<file path="src/rtl/rtc_bcd_pkg.sv">
package rtc_bcd_pkg;

    localparam int WORD_W = 24;
    localparam int DOW_W  = 3;
    localparam logic [WORD_W-1:0] TIME_MASK = 24'h3F7F7F;
    localparam logic [WORD_W-1:0] DATE_MASK = 24'hFF1F3F;
    localparam logic [DOW_W-1:0]  DOW_LAST  = 3'd6;

    typedef enum logic [1:0] {
        ST_IDLE,
        ST_TIME,
        ST_DATE,
        ST_CHECK
    } seq_state_t;

    // two BCD digits to binary (0..99)
    function automatic logic [6:0] bcd2bin(input logic [3:0] tens, input logic [3:0] ones);
        return (7'(tens) * 7'd10) + 7'(ones);
    endfunction

    // increment a two-digit BCD value (caller handles the top wrap)
    function automatic logic [7:0] bcd_inc8(input logic [7:0] v);
        if (v[3:0] == 4'd9)
            return {v[7:4] + 4'd1, 4'd0};
        else
            return {v[7:4], v[3:0] + 4'd1};
    endfunction

    // leap test on a BCD year: divisible by 4
    function automatic logic leap_of(input logic [7:0] yr);
        if (yr[4])
            return (yr[3:0] == 4'd2) || (yr[3:0] == 4'd6);
        else
            return (yr[3:0] == 4'd0) || (yr[3:0] == 4'd4) || (yr[3:0] == 4'd8);
    endfunction

    function automatic logic [4:0] days_in(input logic [6:0] mon, input logic leap);
        case (mon)
            7'd2:                       return leap ? 5'd29 : 5'd28;
            7'd4, 7'd6, 7'd9, 7'd11:    return 5'd30;
            default:                    return 5'd31;
        endcase
    endfunction

endpackage

</file>
<file path="src/rtl/rtc_time_cnt.sv">
module rtc_time_cnt
    import rtc_bcd_pkg::*;
(
    input  logic              clk,
    input  logic              rst_n,
    input  logic              ld,
    input  logic [WORD_W-1:0] ld_val,
    input  logic              step,
    input  logic              hr12,
    output logic [WORD_W-1:0] time_q,
    output logic              day_wrap
);

    logic [7:0] sec_inc, min_inc, h24_inc, h12_inc;
    logic       sec_wrap, min_wrap;
    logic [6:0] sec_nx, min_nx;
    logic [5:0] hr, hr_nx;
    logic [4:0] h12;
    logic       pm;

    assign sec_inc  = bcd_inc8({1'b0, time_q[6:0]});
    assign min_inc  = bcd_inc8({1'b0, time_q[14:8]});
    assign hr       = time_q[21:16];
    assign pm       = hr[5];
    assign h12      = hr[4:0];
    assign h24_inc  = bcd_inc8({2'b0, hr});
    assign h12_inc  = bcd_inc8({3'b0, h12});

    assign sec_wrap = (time_q[6:0]  == 7'h59);
    assign min_wrap = (time_q[14:8] == 7'h59);

    always_comb begin
        sec_nx = sec_wrap ? 7'h00 : sec_inc[6:0];
        min_nx = time_q[14:8];
        hr_nx  = hr;
        if (sec_wrap)
            min_nx = min_wrap ? 7'h00 : min_inc[6:0];
        if (sec_wrap && min_wrap) begin
            if (hr12) begin
                if (h12 == 5'h11)
                    hr_nx = {~pm, 5'h12};
                else if (h12 == 5'h12)
                    hr_nx = {pm, 5'h01};
                else
                    hr_nx = {pm, h12_inc[4:0]};
            end else begin
                hr_nx = (hr == 6'h23) ? 6'h00 : h24_inc[5:0];
            end
        end
    end

    assign day_wrap = sec_wrap && min_wrap &&
                      (hr12 ? (pm && (h12 == 5'h11)) : (hr == 6'h23));

    always_ff @(posedge clk or negedge rst_n) begin
        if (!rst_n)
            time_q <= '0;
        else if (ld)
            time_q <= ld_val & TIME_MASK;
        else if (step)
            time_q <= {2'b00, hr_nx, 1'b0, min_nx, 1'b0, sec_nx};
    end

endmodule

</file>
<file path="src/rtl/rtc_date_cnt.sv">
module rtc_date_cnt
    import rtc_bcd_pkg::*;
(
    input  logic              clk,
    input  logic              rst_n,
    input  logic              ld,
    input  logic [WORD_W-1:0] ld_val,
    input  logic              dow_ld,
    input  logic [DOW_W-1:0]  dow_val,
    input  logic              step,
    output logic [WORD_W-1:0] date_q,
    output logic [DOW_W-1:0]  dow_q,
    output logic              leap
);

    logic [5:0] day;
    logic [4:0] mon;
    logic [7:0] yr;
    logic [6:0] mon_b, day_b;
    logic [4:0] dlen;
    logic       month_end, year_end;
    logic [7:0] day_inc, mon_inc, yr_inc;
    logic [5:0] day_nx;
    logic [4:0] mon_nx;
    logic [7:0] yr_nx;

    assign day   = date_q[5:0];
    assign mon   = date_q[12:8];
    assign yr    = date_q[23:16];
    assign leap  = leap_of(yr);
    assign mon_b = bcd2bin({3'b0, mon[4]}, mon[3:0]);
    assign day_b = bcd2bin({2'b0, day[5:4]}, day[3:0]);
    assign dlen  = days_in(mon_b, leap);

    assign month_end = (day_b >= {2'b00, dlen});
    assign year_end  = month_end && (mon_b == 7'd12);

    assign day_inc = bcd_inc8({2'b0, day});
    assign mon_inc = bcd_inc8({3'b0, mon});
    assign yr_inc  = bcd_inc8(yr);

    always_comb begin
        day_nx = month_end ? 6'h01 : day_inc[5:0];
        mon_nx = mon;
        yr_nx  = yr;
        if (month_end)
            mon_nx = year_end ? 5'h01 : mon_inc[4:0];
        if (year_end)
            yr_nx = (yr == 8'h99) ? 8'h00 : yr_inc;
    end

    always_ff @(posedge clk or negedge rst_n) begin
        if (!rst_n)
            date_q <= '0;
        else if (ld)
            date_q <= ld_val & DATE_MASK;
        else if (step)
            date_q <= {yr_nx, 3'b000, mon_nx, 2'b00, day_nx};
    end

    always_ff @(posedge clk or negedge rst_n) begin
        if (!rst_n)
            dow_q <= '0;
        else if (dow_ld)
            dow_q <= dow_val;
        else if (step)
            dow_q <= (dow_q >= DOW_LAST) ? '0 : dow_q + 1'b1;
    end

endmodule

</file>
<file path="src/rtl/rtc_alarm_unit.sv">
module rtc_alarm_unit
    import rtc_bcd_pkg::*;
(
    input  logic              clk,
    input  logic              rst_n,
    input  logic              at_ld,
    input  logic [WORD_W-1:0] at_val,
    input  logic              ad_ld,
    input  logic [WORD_W-1:0] ad_val,
    input  logic [WORD_W-1:0] cur_time,
    input  logic [WORD_W-1:0] cur_date,
    input  logic              eval,
    input  logic              clr,
    output logic              flag
);

    logic [WORD_W-1:0] at_q, ad_q;
    logic              hit;

    always_ff @(posedge clk or negedge rst_n) begin
        if (!rst_n) begin
            at_q <= '0;
            ad_q <= '0;
        end else begin
            if (at_ld) at_q <= at_val & TIME_MASK;
            if (ad_ld) ad_q <= ad_val & DATE_MASK;
        end
    end

    assign hit = (cur_time == at_q) && (cur_date == ad_q);

    // a fresh match outranks a simultaneous clear
    always_ff @(posedge clk or negedge rst_n) begin
        if (!rst_n)
            flag <= 1'b0;
        else
            flag <= (flag && !clr) || (eval && hit);
    end

endmodule

</file>
<file path="src/rtl/rtc_tick_seq.sv">
module rtc_tick_seq
    import rtc_bcd_pkg::*;
(
    input  logic       clk,
    input  logic       rst_n,
    input  logic       tick,
    input  logic       day_wrap,
    output logic       step_time,
    output logic       step_date,
    output logic       eval,
    output seq_state_t state_o
);

    seq_state_t st, st_nx;
    logic       carry_q;

    always_comb begin
        st_nx = st;
        unique case (st)
            ST_IDLE:  st_nx = tick ? ST_TIME : ST_IDLE;
            ST_TIME:  st_nx = ST_DATE;
            ST_DATE:  st_nx = ST_CHECK;
            ST_CHECK: st_nx = ST_IDLE;
        endcase
    end

    always_ff @(posedge clk or negedge rst_n) begin
        if (!rst_n) begin
            st      <= ST_IDLE;
            carry_q <= 1'b0;
        end else begin
            st <= st_nx;
            if (st == ST_TIME)
                carry_q <= day_wrap;
        end
    end

    always_comb begin
        step_time = 1'b0;
        step_date = 1'b0;
        eval      = 1'b0;
        unique case (st)
            ST_IDLE:  ;
            ST_TIME:  step_time = 1'b1;
            ST_DATE:  step_date = carry_q;
            ST_CHECK: eval      = 1'b1;
        endcase
    end

    assign state_o = st;

endmodule

</file>
<file path="src/rtl/rtc_bcd_core.sv">
module rtc_bcd_core
    import rtc_bcd_pkg::*;
(
    input  logic        clk,
    input  logic        rst_n,
    input  logic        sec_tick,
    input  logic        hr12_sel,
    input  logic        time_ld,
    input  logic [23:0] time_ld_val,
    input  logic        date_ld,
    input  logic [23:0] date_ld_val,
    input  logic        dow_ld,
    input  logic [2:0]  dow_ld_val,
    input  logic        alm_time_ld,
    input  logic [23:0] alm_time_val,
    input  logic        alm_date_ld,
    input  logic [23:0] alm_date_val,
    input  logic        alm_clr,
    output logic [23:0] time_out,
    output logic [23:0] date_out,
    output logic [2:0]  dow_out,
    output logic        leap_out,
    output logic        alm_flag
);

    logic       step_time, step_date, eval, day_wrap;
    seq_state_t seq_st;

    rtc_tick_seq u_seq (
        .clk       (clk),
        .rst_n     (rst_n),
        .tick      (sec_tick),
        .day_wrap  (day_wrap),
        .step_time (step_time),
        .step_date (step_date),
        .eval      (eval),
        .state_o   (seq_st)
    );

    rtc_time_cnt u_time (
        .clk      (clk),
        .rst_n    (rst_n),
        .ld       (time_ld),
        .ld_val   (time_ld_val),
        .step     (step_time),
        .hr12     (hr12_sel),
        .time_q   (time_out),
        .day_wrap (day_wrap)
    );

    rtc_date_cnt u_date (
        .clk     (clk),
        .rst_n   (rst_n),
        .ld      (date_ld),
        .ld_val  (date_ld_val),
        .dow_ld  (dow_ld),
        .dow_val (dow_ld_val),
        .step    (step_date),
        .date_q  (date_out),
        .dow_q   (dow_out),
        .leap    (leap_out)
    );

    rtc_alarm_unit u_alarm (
        .clk      (clk),
        .rst_n    (rst_n),
        .at_ld    (alm_time_ld),
        .at_val   (alm_time_val),
        .ad_ld    (alm_date_ld),
        .ad_val   (alm_date_val),
        .cur_time (time_out),
        .cur_date (date_out),
        .eval     (eval),
        .clr      (alm_clr),
        .flag     (alm_flag)
    );

endmodule

</file>
<file path="config.mk">
export PLATFORM = sky130hd
export DESIGN_NAME = rtc_bcd_core
export DESIGN_NICKNAME = d
export VERILOG_FILES = /design/src/rtl/rtc_bcd_pkg.sv /design/src/rtl/rtc_time_cnt.sv /design/src/rtl/rtc_date_cnt.sv /design/src/rtl/rtc_alarm_unit.sv /design/src/rtl/rtc_tick_seq.sv /design/src/rtl/rtc_bcd_core.sv
export SDC_FILE = /design/constraint.sdc
export NUM_CORES = 1
export LEC_CHECK = 0
export BUFFER_PORTS_ARGS = -buffer_cell sky130_fd_sc_hd__clkbuf_2
export CAP_MARGIN = 10
export CORE_MARGIN = 10
export CORE_UTILIZATION = 56
export DETAILED_ROUTE_END_ITERATION = 16
export PLACE_DENSITY = 0.93
export SYNTH_ARGS = -nofsm -noshare
export SYNTH_HDL_FRONTEND = slang
export SYNTH_SLANG_ARGS = --single-unit
</file>
<file path="constraint.sdc">
create_clock -name clk -period 6.7 [get_ports clk]
set_input_delay 1.005 -clock clk [delete_from_list [all_inputs] [get_ports clk]]
set_output_delay 1.005 -clock clk [all_outputs]
set_load 0.03 [all_outputs]
</file>
Word-level counts from Yosys, hierarchy flattened
Index checks and enable logic that the tools add are counted.

word-level totals
  register bits after elaboration = 94
  input port bits = 109
  output and inout port bits = 53

cells by class
  add/sub/neg operators = 16
  multiply operators = 2
  $lt $le $gt $ge = 2
  equality and inequality tests = 29
  multiplexer cells = 36
  bitwise logic cells = 1
  reductions and logical operators = 39

operators with widths
  kind                   number
  $mux W24               4
  $mux W6                7
  $mux W7                5
  $add A4 B1 Y4 const B  7
  $eq A4 B4 Y1 const B   7
  $mux W5                5
  $eq A24 B22 Y1         1
  $eq A24 B24 Y1         1
  $mux W8                3
  $eq A7 B4 Y1 const B   3
  $reduce_bool A3 Y1     5
  $eq A7 B3 Y1 const B   2
  $eq A7 B7 Y1 const B   2
  $reduce_bool A2 Y1     7
  $reduce_and A2 Y1      6
  $eq A5 B5 Y1 const B   2
  $pmux W5 S2            1
  $add A3 B1 Y3 const B  3
  $mux W3                3
  $reduce_and A3 Y1      3
  $eq A4 B3 Y1 const B   2
  $eq A8 B8 Y1 const B   1
  $pmux W2 S4            1
  $reduce_and A4 Y1      2
  other kinds (24)       42

Logic depth before layout (Yosys ltp)
  word-level depth = 12
  depth in mapped cells = 15
  gate-level depth less buffers = 15

By module
From an unflattened synthesis, not the netlist that was laid out.

second synthesis, totals
  cells, all modules = 536
  area, all modules = 5406.4 um2

by module, submodules not included
  module          times used  cells an instance  area an instance (um2)  seq. area each (um2)
  rtc_alarm_unit  1           140                1925.6                  1001.0
  rtc_date_cnt    1           204                1794.2                  550.5
  rtc_time_cnt    1           179                1505.2                  500.5
  rtc_tick_seq    1           13                 181.4                   75.1

Worst setup path before layout
Ideal clock, no wire load.

  path type = flip-flop to flip-flop
  from = reg u_date.date_q[17]
  to = reg u_date.date_q[5]
  setup time = 0.082 ns
  arrival = 3.491 ns
  data required time = 6.618 ns
  setup slack = 3.127 ns
  cell stages (with the launch flop) = 15
  cells stage by stage = dfrtp_1 clkbuf_1 nor2b_1 a21oi_1 nor2_1 o21ai_0 a32o_1 nand2_1 ha_1 nand2b_1 a21o_1 a31oi_4 nor2_2 or4_4 a22oi_2

between the ends
  cells in the longest elaborated chain, start to end = 10
  elaborated cells between the ends (all ways) = 17

ends and longest elaborated chain
  element                                                  line                RTL
  start, declared                                          rtc_date_cnt.sv:11  output logic [WORD_W-1:0] date_q,
  start signal, assigned                                   rtc_date_cnt.sv:56  date_q <= ld_val & DATE_MASK;
  start signal, assigned                                   rtc_date_cnt.sv:58  date_q <= {yr_nx, 3'b000, mon_nx, 2'b00, day_nx};
  $eq A4 B3 Y1 / $logic_not A4 Y1 (equally long branches)  rtc_bcd_pkg.sv:34   return (yr[3:0] == 4'd0) || (yr[3:0] == 4'd4) || (yr[3:0] == 4'd8);
  $logic_or A1 B1 Y1 (2 in a row)                          rtc_bcd_pkg.sv:34
  $mux W1 (*)                                              rtc_bcd_pkg.sv:31   if (yr[4])
  net leap_out                                             rtc_bcd_core.sv:22  output logic leap_out,
  $mux W1 (*)                                              rtc_bcd_pkg.sv:39   7'd2: return leap ? 5'd29 : 5'd28;
  $pmux W5 S2 (*)                                          rtc_bcd_pkg.sv:38   case (mon)
  $ge A7 B5 Y1 (*)                                         rtc_date_cnt.sv:35  assign month_end = (day_b >= {2'b00, dlen});
  $mux W6                                                  rtc_date_cnt.sv:43  day_nx = month_end ? 6'h01 : day_inc[5:0];
  $mux W24                                                 rtc_date_cnt.sv:57  else if (step)
  $mux W24                                                 rtc_date_cnt.sv:55  else if (ld)

The timed path passes the listed nets; every way through them passes the cells marked *. The select of a mux whose other input is x is not followed.
A chain may end at the register's enable or synchronous reset.

Worst setup path after layout
  from = reg u_date.date_q[9]
  to = reg u_date.date_q[11]

between the ends
  cells in the longest elaborated chain, start to end = 10
  elaborated cells between the ends (all ways) = 20

ends and longest elaborated chain
  element                                              line                RTL
  $add A5 B4 Y6                                        rtc_bcd_pkg.sv:18   return (7'(tens) * 7'd10) + 7'(ones);
  $eq A7 B3 Y1 / $eq A7 B4 Y1 (equally long branches)  rtc_bcd_pkg.sv:38
  $reduce_or A4 Y1                                     rtc_bcd_pkg.sv:38
  $pmux W5 S2                                          rtc_bcd_pkg.sv:38
  $ge A7 B5 Y1                                         rtc_date_cnt.sv:35
  $logic_and A1 B1 Y1                                  rtc_date_cnt.sv:36  assign year_end = month_end && (mon_b == 7'd12);
  $mux W5                                              rtc_date_cnt.sv:47  mon_nx = year_end ? 5'h01 : mon_inc[4:0];
  $mux W5                                              rtc_date_cnt.sv:46  if (month_end)
  $mux W24                                             rtc_date_cnt.sv:57
  $mux W24                                             rtc_date_cnt.sv:55

Parallel ways exist; a longest one is shown, timed or not. The select of a mux whose other input is x is not followed.

==> run_results.csv <==
group,metric,value,unit
power_and_ir_drop,switchingPower,0.6178,mW
sta,max_clock_freq,268.0,MHz
min_path,hold_path_end,"u_alarm.flag",
clock_network,clock_tree_from_tritoncts,"built",
grt,grt_overflow_total,0,
routing,drt_first_iter_violations,319,
die,area_of_the_core,0.009284,mm²
routing,wirelength,14.32,mm
setup_path,path_max_fanout,7,
routing,routedWlPerCell,18.01,µm
yosys,mapped_area,0.005344,mm²
clock_network,clock_tree.htree_level_count,3,
power_and_ir_drop,total_leakage_power,2.890,nW
die,die_area,0.01385,mm²
yosys,ys.warnings.count,0,
clock_network,ctsResizeCount,0,
power_and_ir_drop,vdd_drop_max,158.2,µV
yosys,postSynth.topFlopCell,"sky130_fd_sc_hd__dfrtp_1",
flow_run,number_of_violations_of_the_max_capacitance_limit,0,
grt,initial_antenna_violation_count,0,
yosys,synth_top_area_share,0.3980,
die,start_util,0.5756,
grt,groute.layer.met2.usage,0.3360,
placement,port_buffers,134,
sta,finalCriticalPeriod,3.732,ns
routing,drtAntennaViolNets,0,
finish,final_nets,798,
power_and_ir_drop,clock_power_share,0.239,
sta,timing.setup.tns,0,ns
sta,setup_viol,0,
setup_path,reg2reg_setup_slack,2.97,ns
die,design.portCount,162,
routing,routed-via-count,4573,
sta,worst_pin_slew,1.081,ns
sta,finalHoldViolCount,0,
power_and_ir_drop,share_comb_of_total_power,0.333,
sta,slew-limit-headroom,0.2794,
finish,antenna-diode-count,0,
sta,post-route-period-util,0.5570,
finish,area_growth_syn_to_layout,16.46,%
run_status,run_status,"finished clean",
yosys,postSynth.asyncResetShare,1.000,
placement,placed_cells,779,
power_and_ir_drop,power_density,254.7,mW/mm²
setup_path,critical_path.startpoint_type,"flop",
yosys,yosysUniqueCellTypes,65,
clock_network,cts.reportedPaths.clkPinSlew,0.09,ns
power_and_ir_drop,power.share.switching,0.3897,
finish,stdcell_count,795,
placement,routabilityCongestion,0.9044,
clock_network,clock_insertion_delay_worst_skew,0.35,ns
yosys,synth-edff-count,0,
die,dieHeight,117.7,µm
clock_network,cts.root.buffer_cell,"sky130_fd_sc_hd__clkbuf_8",
setup_path,critical_path.reg2reg.startpoint,"u_date.date_q[9]",
clock_network,hold_buffers,0,
clock_network,cts_made_buffers,9,
grt,number_of_global_route_vias_before_repair,4569,
yosys,postSynthRegisterBits,85,
setup_path,end_kind,"flop",
yosys,ys_top_cells_by_area,"sky130_fd_sc_hd__dfrtp_1, sky130_fd_sc_hd__mux2_2, sky130_fd_sc_hd__xor2_1",
routing,viasPerCell,5.752,
grt,grtUsageTotal,0.1989,
min_path,hold-path-cell-count,2,
grt,busiest_layer,"met2",
finish,share_of_post_route_cells_with_drive_strength_above_1,0.3108,
yosys,syn-instance-count,543,
min_path,holdCritPathClass,"reg -> reg",
sta,fin_worst_skew,0.01495,ns
placement,dp_hpwl,11.10,mm
routing,detailedRoute.firstPassIterationCount,7,
setup_path,worst_ep_arrival_time,3.98,ns
grt,wire_length_of_the_first_global_routing_pass,23.05,mm
setup_path,r2r-end,"u_date.date_q[11]",
die,fp-row-count,35,
sta,rsz0062_at_grt,"no",
die,die_x,117.7,µm
clock_network,cts_setup_buffers,0,
yosys,ys_seq_area_frac,0.3980,
grt,grt_util_met1,0.2384,
sta,maxSlewViolCount,0,
yosys,post_synth.cell_area_avg,9.841,µm²
yosys,synth_top_cell_by_area,"sky130_fd_sc_hd__dfrtp_1",
routing,detail_route.drc_violations,0,
setup_path,worst-r2r-cell-count,15,
grt,gr-usage-met3,0.05995,
grt,grt_max_degree,86,
min_path,min_from,"u_alarm.flag",
setup_path,worst_setup_path_type,"reg -> reg",
clock_network,clkSinkCount,85,
power_and_ir_drop,intPower,0.9675,mW
power_and_ir_drop,share_seq_of_total_power,0.428,
clock_network,cts.path.max_buffers,2,
setup_path,crit_required,6.95,ns
==> metrics by stage <==
stage               area (µm²)  worst slack [ns]  power (mW)  hold WS [ns]  utilization
floorplan                 5374             3.127       1.059        0.5008            -
global placement          6023             3.258       1.178        0.5086       0.6488
detailed placement        6023             3.041       1.210        0.5168       0.6488
CTS                       6223             3.039       1.588        0.5355       0.6704
global route              6223             2.794       1.674        0.5453       0.6704
finish                    6223             2.968       1.585        0.5310       0.6704
==> metal layers <==
layer  up-vias  share of wire
li1       2168              -
met1      2172           0.41
met2       214           0.49
met3        19          0.084
met4         0          0.016
met5         -              0
==> placed cells by master, fill, tap and decap left out, drive strengths merged, types with 2 or more instances in the layout <==
| cell | count |
|---|---|
| mux2 | 43 |
| a21o | 4 |
| ha | 27 |
| o21ai | 43 |
| o21bai | 2 |
| o41ai | 2 |
| a31oi | 7 |
| or3b | 2 |
| a2bb2oi | 2 |
| nor3 | 14 |
| nor2 | 26 |
| clkbuf | 144 |
| nand2 | 48 |
| nand4 | 7 |
| o32ai | 2 |
| inv | 21 |
| nor4b | 3 |
| mux2i | 5 |
| o22ai | 4 |
| a21oi | 29 |
| o211ai | 2 |
| nand3b | 2 |
| and3 | 5 |
| or2 | 2 |
| a211oi | 4 |
| nand2b | 10 |
| a22oi | 5 |
| nand3 | 12 |
| conb | 9 |
| xnor2 | 5 |
| clkinvlp | 2 |
| dfrtp | 85 |
| a31o | 3 |
| nor4 | 12 |
| and2 | 3 |
| nor3b | 3 |
| xor2 | 44 |
| nor2b | 2 |
==> power groups by stage <==
stage                     combinational, mW  clock (mW)  sequential [mW]
after floorplan                       0.346           0            0.713
after global placement                0.499           0            0.679
after detailed placement              0.523           0            0.687
after CTS                             0.527       0.385            0.676
after global routing                  0.578       0.406            0.690
final                                 0.527       0.379            0.679
==> area by class of cell <==
class	count	area, µm²
flip-flops and latches	85	2127
repair buffers	134	673.1
well taps	129	161.4
fillers	751	3060
clock inverters	5	58.81
multi-input cells	411	2987
inverters	20	75.07
clock buffers	11	141.4
==> how the worst max path moves through the flow <==
stage,startpoint,cells past startpoint,endpoint
6_report,u_date.date_q[9],15,u_date.date_q[11]
5_1_grt,u_date.date_q[9],15,u_date.date_q[11]
4_1_cts,u_date.date_q[9],15,u_date.date_q[11]
3_5_place_dp,u_date.date_q[9],15,u_date.date_q[11]
3_3_place_gp,u_date.date_q[9],15,u_date.date_q[11]
2_1_floorplan,u_date.date_q[17],14,u_date.date_q[5]
==> logic make-up after synthesis <==
group / after synthesis / synth area share
muxes: 48 / 0.09998
xor gates and xnor gates: 49 / 0.08031
DFF: 85 / 0.3980
and+or+nand+nor: 155 / 0.1527
buffers and inverters: 55 / 0.04870
other: 1 / 0.0007017
adders and majority gates: 28 / 0.06696
AOI/OAI and AO/OA: 122 / 0.1527
==> flip-flops by register name, indices dropped and copies added (netlist names) <==
register       count
u_seq.carry_q      1
u_seq.state_o      2
u_date.date_q     19
u_date.dow_q       3
u_time.time_q     20
u_alarm.at_q      20
u_alarm.flag       1
u_alarm.ad_q      19
==> critical path, stage by stage (launching register included) <==
cell and delay [ns]:
sky130_fd_sc_hd__dfrtp_1 0.49, sky130_fd_sc_hd__ha_1 0.29, sky130_fd_sc_hd__ha_1 0.21, sky130_fd_sc_hd__xor2_1 0.19, sky130_fd_sc_hd__nor2_1 0.21, sky130_fd_sc_hd__nand2_1 0.08, sky130_fd_sc_hd__o21ai_0 0.16, sky130_fd_sc_hd__a32o_1 0.15
sky130_fd_sc_hd__nand2_1 0.06, sky130_fd_sc_hd__ha_1 0.28, sky130_fd_sc_hd__nand2b_1 0.11, sky130_fd_sc_hd__a21o_1 0.30, sky130_fd_sc_hd__a31oi_4 0.17, sky130_fd_sc_hd__nor3_2 0.45, sky130_fd_sc_hd__o32ai_1 0.17, sky130_fd_sc_hd__a221o_1 0.31
==> Yosys cell counts (10+ instances only) <==
cell and number:
sky130_fd_sc_hd__dfrtp_1 85, sky130_fd_sc_hd__nand2_1 48, sky130_fd_sc_hd__xor2_1 44, sky130_fd_sc_hd__mux2_2 43, sky130_fd_sc_hd__o21ai_0 35, sky130_fd_sc_hd__a21oi_1 29, sky130_fd_sc_hd__ha_1 27, sky130_fd_sc_hd__nor2_1 25
sky130_fd_sc_hd__clkbuf_1 22, sky130_fd_sc_hd__inv_1 20, sky130_fd_sc_hd__nor3_1 13, sky130_fd_sc_hd__nand3_1 12, sky130_fd_sc_hd__nor4_1 11, sky130_fd_sc_hd__buf_4 10, sky130_fd_sc_hd__nand2b_1 10
Note: power is estimated with default switching activity, not from simulation.
